## src/rtl/atapi_seq_pkg.sv

```systemverilog
package atapi_seq_pkg;
  localparam logic [3:0] TF_FEAT     = 4'd1;
  localparam logic [3:0] TF_COUNT    = 4'd2;
  localparam logic [3:0] TF_SECTOR   = 4'd3;
  localparam logic [3:0] TF_BCNT_LO  = 4'd4;
  localparam logic [3:0] TF_BCNT_HI  = 4'd5;
  localparam logic [3:0] TF_DRV_HEAD = 4'd6;
  localparam logic [3:0] TF_CMD      = 4'd7;
  localparam logic [3:0] TF_ALT_STAT = 4'd8;
  localparam logic [3:0] TF_DEV_CTL  = 4'd9;

  localparam int ST_BSY = 7;
  localparam int ST_DF  = 5;
  localparam int ST_DRQ = 3;
  localparam int ST_ERR = 0;

  localparam logic [7:0] DEVCTL_IRQ_ON = 8'h08;
  localparam logic [7:0] FEAT_DMA      = 8'h01;
  localparam logic [7:0] OP_DEV_RESET  = 8'h08;
  localparam logic [7:0] DRV_SEL_BASE  = 8'hA0;

  typedef enum logic [1:0] {
    RES_OKAY = 2'd0,
    RES_CDB  = 2'd1,
    RES_BUSY = 2'd2
  } result_e;

  typedef enum logic [4:0] {
    S_IDLE, S_PRE_BSY, S_SEL, S_SEL_SET, S_SEL_BSY, S_DEVCTL, S_BCL, S_BCH,
    S_SEC, S_CNT, S_FEAT, S_CMD, S_CMD_SET, S_DRQ,
    S_R_PICK, S_R_SEL, S_R_SET1, S_R_CMD, S_R_SET2, S_R_RESEL, S_R_SET3, S_R_BSY,
    S_DONE
  } seq_state_e;
endpackage

```

## src/rtl/atapi_seq_timer.sv

```systemverilog
module atapi_seq_timer #(
  parameter int W = 8
) (
  input  logic         clk_i,
  input  logic         rst_ni,
  input  logic         load_i,
  input  logic [W-1:0] val_i,
  output logic         zero_o
);
  logic [W-1:0] cnt_q;

  always_ff @(posedge clk_i or negedge rst_ni) begin
    if (!rst_ni)            cnt_q <= '0;
    else if (load_i)        cnt_q <= val_i;
    else if (cnt_q != '0)   cnt_q <= cnt_q - 1'b1;
  end

  assign zero_o = (cnt_q == '0);


  tmr_load_chk: assert property (@(posedge clk_i) disable iff (!rst_ni)
    load_i |=> cnt_q == $past(val_i));

  tmr_step_chk: assert property (@(posedge clk_i) disable iff (!rst_ni)
    (!load_i && cnt_q != '0) |=> cnt_q == $past(cnt_q) - 1'b1);
endmodule

```

## src/rtl/atapi_status_eval.sv

```systemverilog
module atapi_status_eval
  import atapi_seq_pkg::*;
(
  input  logic [7:0] st_i,
  output logic       bsy_o,
  output logic       req_o
);
  assign bsy_o = st_i[ST_BSY];
  assign req_o = !st_i[ST_BSY] && (st_i[ST_DRQ] || st_i[ST_ERR] || st_i[ST_DF]);
endmodule

```

## src/rtl/atapi_issue_seq.sv

```systemverilog
module atapi_issue_seq
  import atapi_seq_pkg::*;
#(
  parameter longint unsigned CLK_PERIOD_NS = 5,
  parameter longint unsigned SETTLE_NS     = 400,
  parameter longint unsigned BSY_TMO_NS    = 64'd5_000_000_000,
  parameter longint unsigned DRQ_TMO_NS    = 64'd4_000_000_000,
  parameter longint unsigned RST_TMO_NS    = 64'd6_000_000_000
) (
  input  logic        clk_i,
  input  logic        rst_ni,
  input  logic        start_i,
  input  logic        dev_rst_i,
  input  logic        ctl_rst_i,
  input  logic [1:0]  pkt_drv_i,
  input  logic [7:0]  drv_head_i,
  input  logic [15:0] bcnt_i,
  input  logic [7:0]  sector_i,
  input  logic [7:0]  count_i,
  input  logic [7:0]  cmd_i,
  input  logic        dma_i,
  input  logic        bsy_wait_en_i,
  input  logic        no_cdb_irq_i,
  output logic        bus_we_o,
  output logic        bus_re_o,
  output logic [3:0]  bus_addr_o,
  output logic [7:0]  bus_wdata_o,
  input  logic [7:0]  bus_rdata_i,
  output logic        busy_o,
  output logic        done_o,
  output logic [1:0]  result_o,
  output logic        err_o,
  output logic        warn_o
);
  localparam longint unsigned SETTLE_CYC = (SETTLE_NS  + CLK_PERIOD_NS - 1) / CLK_PERIOD_NS;
  localparam longint unsigned BSY_CYC    = (BSY_TMO_NS + CLK_PERIOD_NS - 1) / CLK_PERIOD_NS;
  localparam longint unsigned DRQ_CYC    = (DRQ_TMO_NS + CLK_PERIOD_NS - 1) / CLK_PERIOD_NS;
  localparam longint unsigned RST_CYC    = (RST_TMO_NS + CLK_PERIOD_NS - 1) / CLK_PERIOD_NS;
  localparam longint unsigned MAX_A      = (BSY_CYC > DRQ_CYC) ? BSY_CYC : DRQ_CYC;
  localparam longint unsigned MAX_B      = (RST_CYC > SETTLE_CYC) ? RST_CYC : SETTLE_CYC;
  localparam longint unsigned MAX_CYC    = (MAX_A > MAX_B) ? MAX_A : MAX_B;
  localparam int              TW         = $clog2(MAX_CYC + 1);

  localparam logic [TW-1:0] LD_SETTLE = TW'(SETTLE_CYC - 1);
  localparam logic [TW-1:0] LD_BSY    = TW'(BSY_CYC - 1);
  localparam logic [TW-1:0] LD_DRQ    = TW'(DRQ_CYC - 1);
  localparam logic [TW-1:0] LD_RST    = TW'(RST_CYC - 1);

  seq_state_e state_q, state_d;
  logic [7:0]  dh_q, sec_q, cnt_q, cmd_q;
  logic [15:0] bcnt_q;
  logic        dma_q, nocdb_q, err_q, warn_q, cur_q;
  logic [1:0]  pend_q;
  result_e     res_q;

  logic          tmr_load, tmr_zero;
  logic [TW-1:0] tmr_val;
  logic          st_bsy, st_req;
  logic [7:0]    rst_sel;

  atapi_seq_timer #(.W(TW)) u_tmr (
    .clk_i (clk_i), .rst_ni (rst_ni), .load_i (tmr_load), .val_i (tmr_val), .zero_o (tmr_zero)
  );

  atapi_status_eval u_st (.st_i (bus_rdata_i), .bsy_o (st_bsy), .req_o (st_req));

  assign rst_sel = DRV_SEL_BASE | {3'b000, cur_q, 4'b0000};

  always_comb begin
    state_d     = state_q;
    tmr_load    = 1'b0;
    tmr_val     = LD_SETTLE;
    bus_we_o    = 1'b0;
    bus_re_o    = 1'b0;
    bus_addr_o  = TF_ALT_STAT;
    bus_wdata_o = 8'h00;
    case (state_q)
      S_IDLE: begin
        if (ctl_rst_i || dev_rst_i) state_d = S_R_PICK;
        else if (start_i) begin
          if (bsy_wait_en_i) begin
            state_d = S_PRE_BSY; tmr_load = 1'b1; tmr_val = LD_BSY;
          end else state_d = S_SEL;
        end
      end
      S_PRE_BSY: begin
        bus_re_o = 1'b1;
        if (!st_bsy)       state_d = S_SEL;
        else if (tmr_zero) state_d = S_DONE;
      end
      S_SEL: begin
        bus_we_o = 1'b1; bus_addr_o = TF_DRV_HEAD; bus_wdata_o = dh_q;
        tmr_load = 1'b1; state_d = S_SEL_SET;
      end
      S_SEL_SET: if (tmr_zero) begin
        tmr_load = 1'b1; tmr_val = LD_BSY; state_d = S_SEL_BSY;
      end
      S_SEL_BSY: begin
        bus_re_o = 1'b1;
        if (!st_bsy)       state_d = S_DEVCTL;
        else if (tmr_zero) state_d = S_DONE;
      end
      S_DEVCTL: begin bus_we_o = 1'b1; bus_addr_o = TF_DEV_CTL; bus_wdata_o = DEVCTL_IRQ_ON; state_d = S_BCL; end
      S_BCL:    begin bus_we_o = 1'b1; bus_addr_o = TF_BCNT_LO; bus_wdata_o = bcnt_q[7:0];  state_d = S_BCH; end
      S_BCH:    begin bus_we_o = 1'b1; bus_addr_o = TF_BCNT_HI; bus_wdata_o = bcnt_q[15:8]; state_d = S_SEC; end
      S_SEC:    begin bus_we_o = 1'b1; bus_addr_o = TF_SECTOR;  bus_wdata_o = sec_q;        state_d = S_CNT; end
      S_CNT:    begin bus_we_o = 1'b1; bus_addr_o = TF_COUNT;   bus_wdata_o = cnt_q;        state_d = S_FEAT; end
      S_FEAT: begin
        bus_we_o = 1'b1; bus_addr_o = TF_FEAT; bus_wdata_o = dma_q ? FEAT_DMA : 8'h00;
        state_d = S_CMD;
      end
      S_CMD: begin
        bus_we_o = 1'b1; bus_addr_o = TF_CMD; bus_wdata_o = cmd_q;
        tmr_load = 1'b1; state_d = S_CMD_SET;
      end
      S_CMD_SET: if (tmr_zero) begin
        if (nocdb_q) begin
          tmr_load = 1'b1; tmr_val = LD_DRQ; state_d = S_DRQ;
        end else state_d = S_DONE;
      end
      S_DRQ: begin
        bus_re_o = 1'b1;
        if (st_req || tmr_zero) state_d = S_DONE;
      end
      S_R_PICK: state_d = (pend_q != 2'b00) ? S_R_SEL : S_DONE;
      S_R_SEL: begin
        bus_we_o = 1'b1; bus_addr_o = TF_DRV_HEAD; bus_wdata_o = rst_sel;
        tmr_load = 1'b1; state_d = S_R_SET1;
      end
      S_R_SET1: if (tmr_zero) state_d = S_R_CMD;
      S_R_CMD: begin
        bus_we_o = 1'b1; bus_addr_o = TF_CMD; bus_wdata_o = OP_DEV_RESET;
        tmr_load = 1'b1; state_d = S_R_SET2;
      end
      S_R_SET2: if (tmr_zero) state_d = S_R_RESEL;
      S_R_RESEL: begin
        bus_we_o = 1'b1; bus_addr_o = TF_DRV_HEAD; bus_wdata_o = rst_sel;
        tmr_load = 1'b1; state_d = S_R_SET3;
      end
      S_R_SET3: if (tmr_zero) begin
        tmr_load = 1'b1; tmr_val = LD_RST; state_d = S_R_BSY;
      end
      S_R_BSY: begin
        bus_re_o = 1'b1;
        if (!st_bsy || tmr_zero) state_d = S_R_PICK;
      end
      S_DONE:  state_d = S_IDLE;
      default: state_d = S_IDLE;
    endcase
  end

  always_ff @(posedge clk_i or negedge rst_ni) begin
    if (!rst_ni) begin
      state_q <= S_IDLE;
      dh_q <= '0; sec_q <= '0; cnt_q <= '0; cmd_q <= '0; bcnt_q <= '0;
      dma_q <= 1'b0; nocdb_q <= 1'b0; err_q <= 1'b0; warn_q <= 1'b0;
      cur_q <= 1'b0; pend_q <= '0; res_q <= RES_OKAY;
    end else begin
      state_q <= state_d;
      case (state_q)
        S_IDLE: begin
          if (ctl_rst_i) begin
            pend_q <= pkt_drv_i; err_q <= 1'b0; warn_q <= 1'b0;
          end else if (dev_rst_i) begin
            pend_q <= drv_head_i[4] ? 2'b10 : 2'b01; err_q <= 1'b0; warn_q <= 1'b0;
          end else if (start_i) begin
            dh_q <= drv_head_i; bcnt_q <= bcnt_i; sec_q <= sector_i; cnt_q <= count_i;
            cmd_q <= cmd_i; dma_q <= dma_i; nocdb_q <= no_cdb_irq_i;
            err_q <= 1'b0; warn_q <= 1'b0;
          end
        end
        S_PRE_BSY: if (st_bsy && tmr_zero) begin err_q <= 1'b1; res_q <= RES_BUSY; end
        S_SEL_BSY: if (st_bsy && tmr_zero) res_q <= RES_BUSY;
        S_CMD_SET: if (tmr_zero && !nocdb_q) res_q <= RES_OKAY;
        S_DRQ:     res_q <= RES_CDB;
        S_R_PICK: begin
          if (pend_q[0])      begin cur_q <= 1'b0; pend_q[0] <= 1'b0; end
          else if (pend_q[1]) begin cur_q <= 1'b1; pend_q[1] <= 1'b0; end
          else res_q <= RES_OKAY;
        end
        S_R_BSY: if (st_bsy && tmr_zero) warn_q <= 1'b1;
        default: ;
      endcase
    end
  end

  assign busy_o   = (state_q != S_IDLE);
  assign done_o   = (state_q == S_DONE);
  assign result_o = res_q;
  assign err_o    = err_q;
  assign warn_o   = warn_q;


  sel_settle_chk: assert property (@(posedge clk_i) disable iff (!rst_ni)
    (bus_we_o && bus_addr_o == TF_DRV_HEAD && SETTLE_CYC > 1) |=> (!bus_we_o && !bus_re_o));

  cmd_after_feat_chk: assert property (@(posedge clk_i) disable iff (!rst_ni)
    (bus_we_o && bus_addr_o == TF_CMD && state_q == S_CMD) |-> $past(bus_we_o && bus_addr_o == TF_FEAT));

  done_pulse_chk: assert property (@(posedge clk_i) disable iff (!rst_ni)
    done_o |=> (!done_o && !busy_o));

  ignore_busy_chk: assert property (@(posedge clk_i) disable iff (!rst_ni)
    (busy_o && !done_o && start_i) |=> $stable(cmd_q));

  err_busy_chk: assert property (@(posedge clk_i) disable iff (!rst_ni)
    (done_o && err_o) |-> result_o == RES_BUSY);

  warn_okay_chk: assert property (@(posedge clk_i) disable iff (!rst_ni)
    (done_o && warn_o) |-> result_o == RES_OKAY);
endmodule

```

## config.mk

```make
export PLATFORM = sky130hd
export DESIGN_NAME = atapi_issue_seq
export DESIGN_NICKNAME = d
export VERILOG_FILES = /design/src/rtl/atapi_seq_pkg.sv /design/src/rtl/atapi_seq_timer.sv /design/src/rtl/atapi_status_eval.sv /design/src/rtl/atapi_issue_seq.sv
export SDC_FILE = /design/constraint.sdc
export NUM_CORES = 1
export LEC_CHECK = 0
export BUFFER_PORTS_ARGS = -buffer_cell sky130_fd_sc_hd__buf_2
export CELL_PAD_IN_SITES_DETAIL_PLACEMENT = 1
export CELL_PAD_IN_SITES_GLOBAL_PLACEMENT = 1
export CORE_MARGIN = 2
export CORE_UTILIZATION = 41
export CTS_BUF_LIST = sky130_fd_sc_hd__clkbuf_4
export CTS_CLUSTER_DIAMETER = 120
export DETAILED_ROUTE_END_ITERATION = 16
export MAX_ROUTING_LAYER = met4
export PLACE_DENSITY_LB_ADDON = 0.05
export REMOVE_ABC_BUFFERS = 1
export SLEW_MARGIN = 25
export SYNTH_ARGS = -nofsm -noshare
export SYNTH_HDL_FRONTEND = slang
export SYNTH_HIERARCHICAL = 1
export SYNTH_SLANG_ARGS = --single-unit
export TNS_END_PERCENT = 30
```

## constraint.sdc

```tcl
create_clock -name clk_i -period 3.4 [get_ports clk_i]
set_clock_uncertainty 0.05 [all_clocks]
set_input_delay 0.68 -clock clk_i [delete_from_list [all_inputs] [get_ports clk_i]]
set_output_delay 0.68 -clock clk_i [all_outputs]
set_load 0.005 [all_outputs]
```

# Yosys cells after proc, flatten, opt, wreduce, memory -nomap -nowiden

Index checks and enable logic that the tools add are counted.

Bits in registers: 93
Bits of input ports: 66
Output and inout bits: 20
Word-level logic and storage cells: 149

$add $sub $neg: 1
Eq/ne operators: 38
Multiplexer cells: 56
Bitwise logic cells: 2
Reductions and logical operators: 37

Operators with widths:

| kind                                                | number |
|---|---|
| 2-to-1 mux 30 bit                                   | 6 |
| case mux 31 bit (4 select lines)                    | 1 |
| case mux 5 bit (22 select lines)                    | 1 |
| 2-to-1 mux 31 bit                                   | 3 |
| case mux 8 bit (9 select lines)                     | 1 |
| 2-to-1 mux 5 bit                                    | 14 |
| equality test 5 x 4 -> 1 bit, second input constant | 8 |
| equality test 5 bit, second input constant          | 7 |
| case mux 4 bit (8 select lines)                     | 1 |
| zero test 31 bit                                    | 1 |
| nonzero test 31 bit                                 | 1 |
| subtractor 31 x 1 -> 31 bit, second input constant  | 1 |
| inequality test 2 bit, second input constant        | 12 |
| equality test 5 x 3 -> 1 bit, second input constant | 4 |
| 2-to-1 mux 1 bit                                    | 16 |
| 2-to-1 mux 2 bit                                    | 8 |
| OR reduction 11 bit                                 | 1 |
| equality test 5 x 2 -> 1 bit, second input constant | 2 |
| nonzero test 2 bit                                  | 5 |
| OR reduction 2 bit                                  | 5 |
| AND reduction 3 bit                                 | 3 |
| case mux 2 bit (4 select lines)                     | 1 |
| AND reduction 8 bit                                 | 1 |
| inequality test 3 bit, second input constant        | 2 |
| other kinds (19)                                    | 29 |

# Logic depth before layout (Yosys ltp)

Gate-level depths: netlist of the first run.

Depth after elaboration: 6
Mapped depth: 15
Gate-level depth less buffers: 13

# By module

Netlist of the first run, hierarchy kept.

Modules (own cells, without submodules):

| module            | times used | cells an instance | area each (um^2) | seq. area each (um^2) |
|---|---|---|---|---|
| atapi_issue_seq   | 1          | 357               | 3578.4           | 1551.5 |
| atapi_seq_timer   | 1          | 212               | 1933.1           | 775.7 |
| atapi_status_eval | 1          | 3                 | 16.3             | 0.0 |

# Least setup slack after synthesis of the first run

No wires, ideal clock.

Path type: reg2reg
Start: register u_tmr.cnt_q[0]
End: register u_tmr.cnt_q[12]
Library setup time: 0.135 ns
Data arrival time: 3.381 ns
Required time: 3.215 ns
Setup slack: -0.166 ns
Cell stages (with the launch flop): 15
Path buffers: 3
Clock period less this slack: 3.566 ns
Cells stage by stage: dfrtp_1 -> inv_1 -> ha_1 -> or4b_4 -> nor4_4 -> nand4_4 -> inv_2 -> clkbuf_1 -> nand2_1 -> o2bb2a_4 -> nand3_1 -> or3_1 -> clkbuf_1 -> clkbuf_1 -> o21ai_0

Cells in the longest elaborated chain, start to end: 4
Elaborated cells between the ends (all ways): 11
Those cells by class: add/sub (1); mux (7); reduce/logical (3)

Ends and longest elaborated chain:

| element                                                 | RTL line                                                              | RTL |
|---|---|---|
| start, declared                                         | atapi_seq_timer.sv:10                                                 | `logic [W-1:0] cnt_q;` |
| start signal, assigned                                  | atapi_seq_timer.sv:14                                                 | `else if (load_i) cnt_q <= val_i;` |
| start signal, assigned                                  | atapi_seq_timer.sv:15                                                 | `else if (cnt_q != '0) cnt_q <= cnt_q - 1'b1;` |
| zero test 31 bit (*)                                    | atapi_seq_timer.sv:18                                                 | `assign zero_o = (cnt_q == '0);` |
| net tmr_zero                                            | atapi_issue_seq.sv:56                                                 | `logic tmr_load, tmr_zero;` |
| 2-to-1 mux 1 bit (on tied branches)                     | atapi_issue_seq.sv:95, atapi_issue_seq.sv:140, atapi_issue_seq.sv:116 |  |
| case mux 1 bit (4 select lines) (*)                     | atapi_issue_seq.sv:77                                                 | `case (state_q)` |
| net tmr_load                                            | atapi_issue_seq.sv:56                                                 |  |
| 2-to-1 mux 31 bit or nonzero test 2 bit (tied branches) | --                                                                    |  |

Mark *: on every way through the listed nets, which the timed path passes. The rest lies on a longest branch. The select of a mux whose other input is x is not followed.
A chain may end at the register's enable or synchronous reset.

# Worst setup path after layout of the first run

Start: register state_q[3]
End: output bus_wdata_o[3]

Cells in the longest elaborated chain, start to end: 3
Elaborated cells between the ends (all ways): 14
Those cells by class: eq/ne (11); mux (1); reduce/logical (2)

Ends and longest elaborated chain:

| element                                     | RTL line               | RTL |
|---|---|---|
| start, declared                             | atapi_issue_seq.sv:49  | `seq_state_e state_q, state_d;` |
| start signal, assigned                      | atapi_issue_seq.sv:159 | `state_q <= state_d;` |
| equality test 5 bit (tied with other cells) | atapi_issue_seq.sv:77  |  |
| OR reduction 2 bit (no source line)         | --                     |  |
| case mux 8 bit (9 select lines) (*)         | atapi_issue_seq.sv:77  |  |
| end, declared                               | atapi_issue_seq.sv:27  | `output logic [7:0] bus_wdata_o,` |

Every way passes the cells marked *; elsewhere a longest branch is shown, timed or not.

==> flow_summary.toml, run 1 <==
[clock_tree]
cts_tree = "built"
insertion_delay_ps = 490
clock_path_buffers = 2
cts_setup_buffers = 0
post_cts_resized = 0
cts-buffers-inserted = 9
h-tree-depth = 3
clk_pin_slew_worst_paths_ps = 160
hold_buffers = 0
cts.sinks = 93
root_buffer = "clkbuf_4"

[global_routing]
gr-total-overflow = 0
grt_pass1_wl_mm = 26.4
grt.total_usage_pct = 24.0
grt_max_degree = 54
grt_pass1_vias = 5099
antenna_found_initial = 4

[floorplan]
die_h_um = 120
row_count = 42
core_area_sq_um = 13200
die_area_sq_um = 14400
start_util_pct = 41.9
pin_count = 86
die_w_um = 120

[critical_path]
slowest_stage = "dfrtp_1"
path_max_fanout = 19
rr_worst_depth = 11
cp-end-kind = "output pin"
cp.arrival_ps = 2450
critPathRequiredTime_ps = 2670
critPathKind = "reg2out"
crit_chain = "buf_4 > nand2_1 > nor3_1 > buf_4 > a222oi_1 > o211ai_1 > buf_2"
slowest_delay_ps = 490
r2r_slack_ps = 280
crit_path_start_kind = "flip-flop"
crit_path_frequent_cell = "buf_4"

[power_and_ir_drop]
switching_power_mw = 2.25
internal-power_mw = 2.88
p_leak_nw = 2.91
swShare_pct = 43.9
peakVddDrop_mv = 0.258
clockPowerShare_pct = 12.8
fin_total_pwr_mw = 5.13
pwr-share-seq_pct = 36.0
p_per_area_nw_per_um2 = 804
combinationalPowerShare_pct = 51.2

[layout]
nets = 730
final_cell_mix = "93 x dfrtp_1, 80 x buf_2, 55 x mux2_2, 54 x nor2_1, 50 x nand2_1"
fin_cells = 848
final_common_cell = "dfrtp_1"
area_growth_pct = 15.5
final.fill_count = 1544
fin_util_pct = 48.4
seq_area_sq_um = 2330
multi_input_area_sq_um = 2970
drive_above_1_share_pct = 30.1

[timing]
setup_violations = 0
rsz0062_at_grt = "false"
slew-limit-headroom_pct = 39.0
min_period_ps = 3180
hold_viol = 0
fmax_mhz = 315
tns_ps = 0
fin_ws_ps = 223
worst_pin_slew_ps = 902
min_period_over_period_pct = 93.4
slew_viol_final = 0

[yosys]
ys_types = 73
synth_seq_cells = 93
async_reset_ff_share_pct = 100
avgSynthCellArea_sq_um = 9.66
ys.flop_type = "dfrtp_1"
syn-cell-area_sq_um = 5530
synth-edff-count = 0
synthCells = 572
yosys_warnings = 6
synth-seq-area-share_pct = 42.1

[route]
wire_per_inst_um = 18.8
drtPass1Iterations = 4
ant_nets = 0
met2WireLength_mm = 7.79
vias = 4841
drtIter0Drc = 290
wl_met1_mm = 6.88
wl_met3_um = 973
wl_mm = 16.0
highest_layer = "met4"
drc = 0
viasPerCell = 5.71

[place]
port_buffers = 81
pre_cts_slack_ps = 181
place_congestion = 0.890
dp.cells = 828
hpwl_mm = 11.8

[run_status]
status = "finished clean"

[hold_path]
min_path_type = "in2async"

[job]
maxCapViolations = 0
## synthesized netlist by cell type, drive strengths merged (9+ instances only)
master   n  area (sq um)
o21ai   35           175
nor3    17          95.1
xnor2   11          96.3
clkbuf  11          41.3
a21oi   19          95.1
a22oi   14           105
nand2b  10          62.6
nand3   19          95.1
nand2   50           188
nand4   10          77.6
inv     15          56.3
nor2    57           224
nor4     9          86.3
buf     25           163
dfrtp   93          2330
mux2    55           619
## final timing paths
kind                           startpoint             end
max                            state_q[3]  bus_wdata_o[3]
min                                rst_ni  u_tmr/cnt_q[6]
max reg2reg                u_tmr/cnt_q[0]      state_q[4]
min reg2reg                      cmd_q[0]        cmd_q[0]
max in group asynchronous          rst_ni           dma_q
min in group clk_i            sector_i[5]        sec_q[5]
## power by group through the flow
stage | Combinational (mW) | Clock (mW) | Sequential [mW]
floorplan | 1.62 | 0 | 1.86
global placement | 2.55 | 0 | 1.85
detailed placement | 2.62 | 0 | 1.87
CTS | 2.63 | 0.683 | 1.85
global route | 2.92 | 0.725 | 1.91
finish | 2.63 | 0.659 | 1.85
## worst max-delay path, delay by kind of cell, from the launching register on
kind	cells	cell delay, ps
buffers and inverters	3	550
AO/OA/AOI/OAI	2	470
AND/OR/NAND/NOR	2	450
flip-flops	1	490
## layer usage
metal | track usage (%) | vias to the layer above
li1 | - | 2291
met4 | 9.41 | 0
met5 | - | -
met2 | 38.9 | 130
met1 | 29.5 | 2398
met3 | 4.85 | 22
## kinds of logic (layout without fill, tap and decap cells)
kind of cell	after synthesis	count (layout)	synth area share, %
other cells	2	12	0.136
flops	93	93	42.1
buf+inv	52	142	4.78
simple gates	211	211	20.6
fa+ha+maj	1	1	0.226
xor+xnor	19	19	3.01
mux	62	62	12.5
compound gates	132	132	16.7
## state kept, by name, indices dropped and copies added (netlist names)
register	flops
dma_q	1
u_tmr/cnt_q	31
state_q	5
cmd_q	8
result_o	2
cnt_q	8
warn_o	1
dh_q	8
sec_q	8
cur_q	1
nocdb_q	1
bcnt_q	16
pend_q	2
err_o	1
## area by class of cell
type / count / share of cell area (%)
Timing Repair Buffer: 110 / 10.2
Clock inverter: 6 / 1.08
Multi-Input combinational cell: 433 / 46.5
Tap cell: 176 / 3.45
Sequential cell: 93 / 36.5
Clock buffer: 10 / 1.18
Antenna cell: 4 / 0.157
Inverter: 16 / 0.941
## stage by stage
stage | hold slack, ps | cell area (sq um)
after global placement | 436 | 6220
after detailed placement | 446 | 6220
after CTS | 118 | 6360
after global routing | 129 | 6380
after floorplan | 334 | 5350
final | 116 | 6380
Note: power is estimated with default switching activity, not from simulation.
==> run 2, diff against run 1 <==
--- a/config.mk
+++ b/config.mk
@@ -14,7 +14,7 @@
 export CTS_CLUSTER_DIAMETER = 120
 export DETAILED_ROUTE_END_ITERATION = 16
 export MAX_ROUTING_LAYER = met4
-export PLACE_DENSITY_LB_ADDON = 0.05
+export PLACE_DENSITY_LB_ADDON = 0.1
 export REMOVE_ABC_BUFFERS = 1
 export SLEW_MARGIN = 25
 export SYNTH_ARGS = -nofsm -noshare
==> run 2 against run 1 <==
First-iteration DRC count up 54%. Count of clock-buffer cells in the layout did not move. Core utilization down 0.19 points. Maximum frequency fell by 1.4%. Die area unchanged. Cell area decreased by 0.39%. Worst hold slack better by 230 ps. Final cell count is 0.71% lower. Sequential cell count is the same. Wire length is 3.9% higher. Highest routed layer unchanged.
==> flow_summary.toml, run 2 (synthesized netlist as in run 1, its figures left out) <==
[clock_tree]
insertion_delay_ps = 490
clk_pin_slew_worst_paths_ps = 180
root_buffer = "clkbuf_4"
cts.sinks = 93
cts_tree = "built"
clock_path_buffers = 2
h-tree-depth = 3
cts-buffers-inserted = 9

[job]
maxCapViolations = 0

[route]
drtIter0Drc = 447
wl_met3_um = 744
vias = 4896
wl_mm = 16.6
wl_met1_mm = 7.26
drtPass1Iterations = 5
met2WireLength_mm = 8.30
ant_nets = 0
drc = 0
viasPerCell = 5.81
highest_layer = "met4"
wire_per_inst_um = 19.7

[floorplan]
die_area_sq_um = 14400
die_w_um = 120
row_count = 42
pin_count = 86
core_area_sq_um = 13200
die_h_um = 120
start_util_pct = 41.9

[place]
pre_cts_slack_ps = 76.6
hpwl_mm = 12.0
port_buffers = 81
place_congestion = 0.894

[critical_path]
critPathRequiredTime_ps = 2670
crit_path_start_kind = "flip-flop"
rr_startpoint = "u_tmr/cnt_q[0]"
critPathKind = "reg2out"
cp-end-kind = "output pin"
startpoint = "state_q[2]"
cp.arrival_ps = 2490
path_max_fanout = 24

[timing]
whs_ps = 348
min_period_over_period_pct = 94.8
min_period_ps = 3220
fmax_mhz = 310
hold_viol = 0
tns_ps = 0
rsz0062_at_grt = "false"
fin_ws_ps = 176
slew-limit-headroom_pct = 38.7
worst_pin_slew_ps = 907
setup_violations = 0
slew_viol_final = 0

[power_and_ir_drop]
p_leak_nw = 2.89
p_per_area_nw_per_um2 = 807
peakVddDrop_mv = 0.343

[global_routing]
grt_pass1_wl_mm = 26.9
grt_max_degree = 76
grt_pass1_vias = 5124
gr-total-overflow = 0
antenna_found_initial = 1
grt.total_usage_pct = 24.4

[run_status]
status = "finished clean"

[layout]
largest_reg_flops = 31
final_common_cell = "dfrtp_1"
regMostFlops = "u_tmr/cnt_q"
top_regs = "u_tmr/cnt_q: 31 flops, bcnt_q: 16 flops"
nets = 727
drive_above_1_share_pct = 30.2
final_cell_mix = "91 x dfrtp_1, 80 x buf_2, 55 x nor2_1, 55 x mux2_2, 50 x nand2_1"
area_growth_pct = 15.0

[hold_path]
min_path_type = "in2reg"
min_from = "sector_i[5]"
-- run 2: cell types whose count changed in the layout (fill, tap and decap cells not counted), moves of 2 or more --
cell	before	now
dfrtp_2	0	2
diode_2	4	1
dfrtp_1	93	91
clkinv_2	0	3
clkinv_1	2	0
buf_4	28	22
-- run 2: final timing paths --
check	endpoint	slack (ps)	cells after the start
max in group asynchronous	cmd_q[0]	2050	3
worst max register to register	state_q[4]	290	11
worst min register to register	cur_q	480	1
min in group asynchronous	u_tmr/cnt_q[2]	550	2
worst max-delay path	bus_wdata_o[3]	180	6
worst min-delay path	sec_q[5]	350	3
-- run 2: critical path, cell delays in order (launching register included) --
cell      delay [ps]
dfrtp_1          380
buf_4            270
nand2_1          250
nor2_1           630
a22oi_1          190
o211ai_1         120
buf_2            150
-- run 2: area by class of cell --
| cell class | count | area [sq um] |
|---|---|---|
| Tap cell | 176 | 220 |
| Sequential cell | 93 | 2330 |
| Inverter | 16 | 65.1 |
| Antenna cell | 1 | 2.50 |
| Timing Repair Buffer | 107 | 647 |
| Multi-Input combinational cell | 433 | 2970 |
| Clock buffer | 10 | 75.1 |
| Clock inverter | 6 | 45.0 |
| Fill cell | 1545 | 6830 |
-- run 2: power by group --
part | total [mW] | switching, mW | internal, mW
Clock | 0.591 | 0.425 | 0.166
Sequential | 1.85 | 0.360 | 1.49
Combinational | 2.69 | 1.54 | 1.15
-- run 2: per-layer routing --
layer / GRT usage, % / up-vias
li1: - / 2272
met1: 30.8 / 2477
met4: 8.09 / 0
met2: 39.6 / 125
met3: 4.71 / 22
met5: - / -
-- run 2: repair_timing --
item | CTS | global route
resized for setup | 1 | 7
hold buffers | 1 | 0
hold endpoints to repair | 9 | 0
cloned | 0 | 0
setup buffers | 0 | 1
setup endpoints to repair | 1 | 10
pin swaps | 0 | 0
-- run 2: stage by stage --
| step | power, mW | cells | utilization (%) | cell area [sq um] |
|---|---|---|---|---|
| after floorplan | 3.49 | 542 | - | 5350 |
| after global placement | 4.36 | 823 | 46.9 | 6180 |
| after detailed placement | 4.48 | 823 | 46.9 | 6180 |
| after CTS | 5.09 | 840 | 47.9 | 6310 |
| after global routing | 5.51 | 842 | 48.2 | 6360 |
| final | 5.13 | 842 | 48.2 | 6360 |
